`config.mk`:
```
export PLATFORM = sky130hd
export DESIGN_NAME = johnson_timing_gen
export DESIGN_NICKNAME = d
export VERILOG_FILES = /design/src/rtl/johnson_pkg.sv /design/src/rtl/johnson_rst_sync.sv /design/src/rtl/johnson_stage_core.sv /design/src/rtl/johnson_phase_decode.sv /design/src/rtl/johnson_timing_gen.sv
export SDC_FILE = /design/constraint.sdc
export NUM_CORES = 1
export LEC_CHECK = 0
export ABC_AREA = 0
export BUFFER_PORTS_ARGS = -buffer_cell sky130_fd_sc_hd__buf_2
export CAP_MARGIN = 20
export CORE_AREA = 4 4 41 43
export CTS_CLUSTER_SIZE = 8
export DETAILED_ROUTE_END_ITERATION = 8
export DIE_AREA = 0 0 45 47
export SKIP_LAST_GASP = 1
export SYNTH_ARGS = -nofsm -noshare
export SYNTH_HDL_FRONTEND = slang
export SYNTH_HIERARCHICAL = 1
export SYNTH_SLANG_ARGS = --single-unit
```
`constraint.sdc`:
```
create_clock -name clk -period 0.8 [get_ports clk]
set_clock_uncertainty 0.15 [all_clocks]
set_input_delay 0.12 -clock clk [delete_from_list [all_inputs] [get_ports clk]]
set_output_delay 0.12 -clock clk [all_outputs]
set_load 0.005 [all_outputs]
```
`src/rtl/johnson_pkg.sv`:
```
package johnson_pkg;

  // Operation selected for the stage flops on each edge.
  typedef enum logic [1:0] {
    OP_HOLD = 2'd0,
    OP_STEP = 2'd1,
    OP_LOAD = 2'd2
  } ring_op_e;

  // Stage whose input carries the correction term.
  localparam int FIX_STAGE = 2;

  // Advancing clocks needed to leave the worst unused 4-stage pattern.
  localparam int RECOVER_MAX = 5;

endpackage

```
`src/rtl/johnson_rst_sync.sv`:
```
module johnson_rst_sync #(
  parameter int DEPTH = 2
) (
  input  logic clk,
  input  logic rst_n,
  output logic rst_n_sync
);

  logic [DEPTH-1:0] sync_q;

  always_ff @(posedge clk or negedge rst_n) begin
    if (!rst_n) sync_q <= '0;
    else        sync_q <= {sync_q[DEPTH-2:0], 1'b1};
  end

  assign rst_n_sync = sync_q[DEPTH-1];

endmodule

```
`src/rtl/johnson_stage_core.sv`:
```
module johnson_stage_core
  import johnson_pkg::*;
#(
  parameter int STAGES  = 4,
  parameter bit CORRECT = 1'b1
) (
  input  logic              clk,
  input  logic              rst_n,
  input  logic              adv_en,
  input  logic              load_en,
  input  logic [STAGES-1:0] load_val,
  output logic [STAGES-1:0] stage_q
);

  ring_op_e          op;
  logic [STAGES-1:0] shift_v;
  logic [STAGES-1:0] stage_d;

  // Switch-tail feedback into the first stage.
  assign shift_v[0] = ~stage_q[STAGES-1];

  for (genvar i = 1; i < STAGES; i++) begin : g_stage
    if (CORRECT && (i == FIX_STAGE)) begin : g_fix
      // The OR of the neighbours gates the copy of the previous stage.
      assign shift_v[i] = (stage_q[i-2] | stage_q[i]) & stage_q[i-1];
    end else begin : g_copy
      assign shift_v[i] = stage_q[i-1];
    end
  end

  always_comb begin
    if (load_en)     op = OP_LOAD;
    else if (adv_en) op = OP_STEP;
    else             op = OP_HOLD;
  end

  always_comb begin
    case (op)
      OP_LOAD: stage_d = load_val;
      OP_STEP: stage_d = shift_v;
      default: stage_d = stage_q;
    endcase
  end

  always_ff @(posedge clk or negedge rst_n) begin
    if (!rst_n)              stage_q <= '0;
    else if (op != OP_HOLD)  stage_q <= stage_d;
  end

endmodule

```
`src/rtl/johnson_phase_decode.sv`:
```
module johnson_phase_decode #(
  parameter int STAGES = 4,
  localparam int PHASES = 2 * STAGES
) (
  input  logic [STAGES-1:0] stage_q,
  output logic [PHASES-1:0] phase
);

  // First and last stage both low / both high.
  assign phase[0]      = ~stage_q[0] & ~stage_q[STAGES-1];
  assign phase[STAGES] =  stage_q[0] &  stage_q[STAGES-1];

  for (genvar i = 1; i < STAGES; i++) begin : g_edge
    // A one front and a zero front between neighbours.
    assign phase[i]        =  stage_q[i-1] & ~stage_q[i];
    assign phase[STAGES+i] = ~stage_q[i-1] &  stage_q[i];
  end

endmodule

```
`src/rtl/johnson_timing_gen.sv`:
```
module johnson_timing_gen #(
  parameter int STAGES     = 4,
  parameter int SYNC_DEPTH = 2,
  localparam int PHASES    = 2 * STAGES
) (
  input  logic              clk,
  input  logic              rst_n,
  input  logic              adv,
  input  logic              seed_we,
  input  logic [STAGES-1:0] seed_val,
  output logic [STAGES-1:0] state_o,
  output logic [PHASES-1:0] phase_o
);

  logic              core_rst_n;
  logic [STAGES-1:0] stage_q;

  johnson_rst_sync #(.DEPTH(SYNC_DEPTH)) u_sync (
    .clk        (clk),
    .rst_n      (rst_n),
    .rst_n_sync (core_rst_n)
  );

  johnson_stage_core #(.STAGES(STAGES), .CORRECT(1'b1)) u_core (
    .clk      (clk),
    .rst_n    (core_rst_n),
    .adv_en   (adv),
    .load_en  (seed_we),
    .load_val (seed_val),
    .stage_q  (stage_q)
  );

  johnson_phase_decode #(.STAGES(STAGES)) u_dec (
    .stage_q (stage_q),
    .phase   (phase_o)
  );

  assign state_o = stage_q;

endmodule

```
==> results of run 1 <==
flip-flops by register name (all words and copies together), names as in the netlist:
signal          flops
u_core/stage_q      4
u_sync/sync_q       2
final timing paths:
check | start | endpoint
min in group clk | seed_val[3] | u_core/stage_q[3]
max in group asynchronous | rst_n | u_sync/sync_q[1]
setup / recovery | u_core/stage_q[1] | phase_o[6]
hold reg to reg | u_sync/sync_q[1] | u_core/stage_q[1]
setup reg to reg | u_core/stage_q[1] | u_core/stage_q[1]
hold / removal | u_sync/sync_q[1] | u_core/stage_q[1]
what timing repair did:
item | CTS | global route
setup endpoints to repair | 16 | 16
gates resized for setup | 2 | 15
pin swaps | 1 | 4
hold endpoints to repair | 10 | 8
setup buffers | 3 | 2
cloned | 0 | 0
layer usage:
layer / global-route usage (%) / vias up / share of wire (%)
met5: 0 / - / 0
met4: 3.51 / 0 / 0
met3: 5.75 / 0 / 11
met2: 9.32 / 19 / 46
met1: 9.28 / 140 / 43
li1: - / 155 / -
worst max-delay path: cells and delay by family, from the launching register on:
family	cells	cell delay, ns
buffers and inverters	1	0.10
DFF	1	0.43
and+or+nand+nor	1	0.21
area by class of cell:
type	count	share of cell area (%)
Timing Repair Buffer	26	29.1
Sequential cell	6	27.9
Clock buffer	3	4.05
Tap cell	15	3.38
Multi-Input combinational cell	23	35.6
report_power, final:
part | total, mW | leakage [nW] | switching, mW | internal [mW]
clock | 0.266 | 0.0138 | 0.0975 | 0.169
combinational | 0.298 | 0.196 | 0.122 | 0.176
sequential | 0.372 | 0.0671 | 0.0365 | 0.335
total | 0.936 | 0.277 | 0.256 | 0.680
cells by family after synthesis:
logic type,synth area share [%]
flip-flops,51.3
multiplexers,6.84
other,1.28
AO/OA/AOI/OAI,12.0
AND/OR/NAND/NOR,28.6
synth_stat cells:
cell	count
and2_1	2
o31ai_1	1
a21oi_1	1
conb_1	1
o21ai_1	2
dfrtp_1	6
nand2_1	4
o31ai_2	1
nor2_1	2
mux2i_1	2
nor2b_1	5
and2b_2	2
==> impl_metrics.py, run 1 <==
metrics = {
    "drt": {
        "drc": 0,
        "drt_iter0_drc": 1,
        "viasPerCell": 4.30,
        "post_drt_wl_per_cell_um": 11.5,
        "vias": 314,
        "drt_first_pass_iters": 2,
        "wl_um": 840,
        "ant_nets": 0,
    },
    "cells_and_area": {
        "final_cell_mix": "buf_2 (19), nand2_1 (4), dfrtp_2 (4), nor2b_1 (4)",
        "final_common_cell": "buf_2",
        "multi_input_area_um2": 198,
        "stdcell_count": 73,
        "fillers": 137,
        "n_antenna_cell": 0,
        "stdcell_area_um2": 556,
        "drive_above_1_share_pct": 70.7,
        "fin_util_pct": 42.7,
        "register_area_um2": 155,
        "fin_nets": 68,
        "syn_to_final_growth_pct": 89.7,
    },
    "power_and_ir_drop": {
        "total_power_mw": 0.936,
        "vdd_drop_max_mv": 1.26,
        "p_leak_nw": 0.277,
        "powerDensity_nw_per_um2": 1690,
    },
    "place": {
        "pre_cts_slack_ns": -0.253,
        "place.gp.congestion": 0.711,
        "portBuffers": 19,
        "dpl.cell_count": 64,
        "place_area_um2": 418,
    },
    "cts": {
        "ctsRootBufferMaster": "clkbuf_4",
        "cts.clk_slew.worst_paths_ns": 0.05,
        "h-tree-depth": 1,
        "clkSinkCount": 6,
        "holdBufCountCts": 1,
        "cts_buffer_depth": 2,
        "cts_tree": "done",
        "cts_made_buffers": 3,
        "clk_latency_ns": 0.24,
    },
    "yosys": {
        "syn_nets": 37,
        "ys_warn_count": 6,
        "ys_types": 12,
        "syn_avg_cell_area_um2": 10.1,
        "ys_seq_area_share_pct": 51.3,
        "synth_top_area_share_pct": 51.3,
        "synthCells": 29,
        "synth_area_leaders": "dfrtp_1 (51%), nor2b_1 (11%), mux2i_1 (6.8%)",
        "synth_top_area_cell": "dfrtp_1",
        "synth_area_um2": 293,
        "ys_ff_latch": 6,
    },
    "floorplanning": {
        "ioPinCount": 20,
        "rows": 13,
        "die_area_um2": 2120,
        "die_y_um": 47,
        "die_x_um": 45,
        "coreArea_um2": 1300,
        "start_util_pct": 22.5,
    },
    "timing": {
        "setup_viol": 16,
        "finalSetupTns_ns": -5.64,
        "final.setup.worst_slack_ns": -0.456,
        "fin_hold_ws_ns": -0.0958,
        "final_min_period_over_clock_period_pct": 157,
        "rsz0062_at_grt": "yes",
        "report.final.slew_viol_count": 0,
        "post-route-min-period_ns": 1.26,
        "hold_viol_final": 8,
        "max_freq_mhz": 796,
    },
    "global_routing": {
        "antenna_found_initial": 0,
        "grt_use_total_pct": 7.48,
        "first_global_vias": 262,
        "grt_overflow": 0,
        "grt_max_degree": 9,
        "grt_pass1_wl_um": 1070,
    },
    "critical_path": {
        "crit_slowest_cell": "dfrtp_2",
        "start_kind": "register",
        "cp.arrival_ns": 0.99,
        "worstSetupEndpointType": "output pin",
        "rr_worst_depth": 4,
        "crit_type": "register to output pin",
        "worstPathCellList": "and2b_2 > buf_2",
        "worstPathMaxFanout": 6,
        "critPathRequiredTime_ns": 0.53,
        "reg2reg_slack_ns": -0.35,
        "slowest_delay_ns": 0.43,
    },
    "flow_run": {
        "timing.max_cap.violations": 0,
    },
    "status": {
        "outcome": "finished, violations left",
        "violations": "hold timing, setup timing",
    },
    "worst_hold_path": {
        "hp-class": "register to async pin",
    },
}
(Power assumes the default switching activity.)
==> inputs of run 2 (changes only) <==
Settings changed: PLACE_DENSITY set to 0.56, SKIP_LAST_GASP 1 to unset, SLEW_MARGIN set to 15.
==> run 2 against run 1 <==
The run still ends with hold timing, setup timing left. Non-clock buffer count down 1. Die area unchanged. Worst hold slack hardly changed. Fmax barely moved. Cell count down 1.4%. First-iteration DRC count grew to 3.0 times the previous value. Sequential power about the same. Power shrank 1.1%. Worst setup slack hardly changed. Critical path type unchanged. Critical endpoint is now phase_o[1].
==> impl_metrics.py, run 2 (synthesized netlist as in run 1, its figures left out) <==
metrics = {
    "status": {
        "outcome": "finished, violations left",
        "violations": "hold timing, setup timing",
    },
    "critical_path": {
        "crit_family": "flip-flops",
        "start_kind": "register",
        "worstPathMaxFanout": 6,
        "critPathRequiredTime_ns": 0.53,
        "crit_type": "register to output pin",
        "slowest_delay_ns": 0.43,
        "path_buf_inv": 1,
        "worstPathCellList": "and2b_2 > buf_2",
        "crit_slowest_cell": "dfrtp_2",
        "startpoint": "u_core/stage_q[0]",
        "reg2reg_from": "u_core/stage_q[1]",
        "worstSetupEndpointType": "output pin",
        "cp.arrival_ns": 0.99,
    },
    "timing": {
        "setup_viol": 16,
        "fin_hold_ws_ns": -0.0957,
        "rsz0062_at_grt": "yes",
        "finalSetupTns_ns": -5.55,
        "report.final.slew_viol_count": 0,
        "post-route-min-period_ns": 1.26,
        "max_freq_mhz": 796,
        "hold_viol_final": 8,
        "final_min_period_over_clock_period_pct": 157,
        "final.setup.worst_slack_ns": -0.456,
    },
    "place": {
        "portBuffers": 19,
        "place.gp.congestion": 0.741,
        "dp_hpwl_um": 545,
        "dpl.cell_count": 64,
        "place_area_um2": 418,
    },
    "cts": {
        "clk_latency_ns": 0.24,
        "clkSinkCount": 6,
        "holdBufCountCts": 1,
        "h-tree-depth": 1,
        "cts.clk_slew.worst_paths_ns": 0.04,
        "cts_made_buffers": 3,
        "ctsRootBufferMaster": "clkbuf_4",
        "cts_tree": "done",
        "cts_buffer_depth": 2,
    },
    "drt": {
        "drc": 0,
        "vias": 303,
        "viasPerCell": 4.21,
        "ant_nets": 0,
        "drt_first_pass_iters": 2,
        "post_drt_wl_per_cell_um": 10.3,
        "drt_iter0_drc": 3,
        "wl_um": 739,
    },
    "cells_and_area": {
        "stdcell_area_um2": 547,
        "top_regs": "u_core/stage_q: 4 flops, u_sync/sync_q: 2 flops",
        "fin_nets": 67,
        "drive_above_1_share_pct": 68.4,
        "stdcell_count": 72,
        "largest_reg_flops": 4,
        "final_common_cell": "buf_2",
        "final_cell_mix": "buf_2 (16), buf_6 (8), nand2_1 (4), nor2b_1 (4)",
        "n_antenna_cell": 0,
        "top_register": "u_core/stage_q",
        "syn_to_final_growth_pct": 86.8,
        "fillers": 146,
    },
    "floorplanning": {
        "ioPinCount": 20,
        "rows": 13,
        "die_area_um2": 2120,
        "die_x_um": 45,
        "die_y_um": 47,
        "start_util_pct": 22.5,
        "coreArea_um2": 1300,
    },
    "power_and_ir_drop": {
        "vdd_drop_max_mv": 0.734,
        "p_leak_nw": 0.279,
        "powerDensity_nw_per_um2": 1690,
        "total_power_mw": 0.926,
    },
    "global_routing": {
        "grt_max_degree": 9,
        "grt_overflow": 0,
        "grt_use_total_pct": 7.80,
        "grt_pass1_wl_um": 1150,
        "antenna_found_initial": 0,
        "first_global_vias": 268,
    },
    "worst_hold_path": {
        "hp-class": "register to async pin",
    },
    "flow_run": {
        "timing.max_cap.violations": 0,
    },
}
run 2: cell types whose count changed in the layout (fill, tap and decap cells not counted):
cell,before,now
a21oi_2,0,1
a21oi_4,1,0
and2_1,1,0
and2_4,1,2
buf_2,19,16
buf_4,3,0
buf_6,3,8
dfrtp_1,2,3
dfrtp_2,4,3
mux2i_1,1,2
mux2i_4,1,0
o31ai_2,1,2
o31ai_4,1,0
run 2: what timing repair did:
item                       in CTS  in global routing
setup buffers                   4                  0
pin swaps                       3                  3
hold endpoints to repair       10                  8
setup endpoints to repair      16                 16
gates resized for setup        14                  4
run 2: area by class of cell:
cell class | count | area [um^2] | area share, %
clock buffer | 3 | 22.5 | 4.12
multi-input combinational | 23 | 171 | 31.4
sequential | 6 | 154 | 28.1
tap | 15 | 18.8 | 3.43
timing repair buffer | 25 | 180 | 33.0
run 2: per-layer routing:
layer / up-vias / share of wire, % / GRT usage (%)
li1: 152 / - / -
met1: 130 / 48 / 10.5
met2: 21 / 40 / 9.60
met3: 0 / 12 / 2.68
met4: 0 / 0 / 7.02
met5: - / 0 / 0
run 2: stage by stage:
step	util, %	setup WS, ns
2_1_floorplan	-	-0.163
3_3_place_gp	32.1	-0.262
3_5_place_dp	32.1	-0.264
4_1_cts	40.7	-0.466
5_1_grt	42.0	-0.496
6_report	42.0	-0.456
run 2: power by group:
part	switching, mW	internal (mW)	total, mW
Clock	0.101	0.169	0.270
Combinational	0.104	0.181	0.285
Sequential	0.0364	0.334	0.371
run 2: worst paths after layout:
check                           cells past startpoint  slack [ns]           endpoint
worst max-delay path                                2       -0.46         phase_o[1]
worst min-delay path                                0        -0.1  u_core/stage_q[2]
worst max register to register                      4       -0.32  u_core/stage_q[1]
worst min register to register                      0        -0.1  u_core/stage_q[2]
max in group asynchronous                           2        0.36   u_sync/sync_q[1]
min in group clk                                    3       -0.05  u_core/stage_q[0]
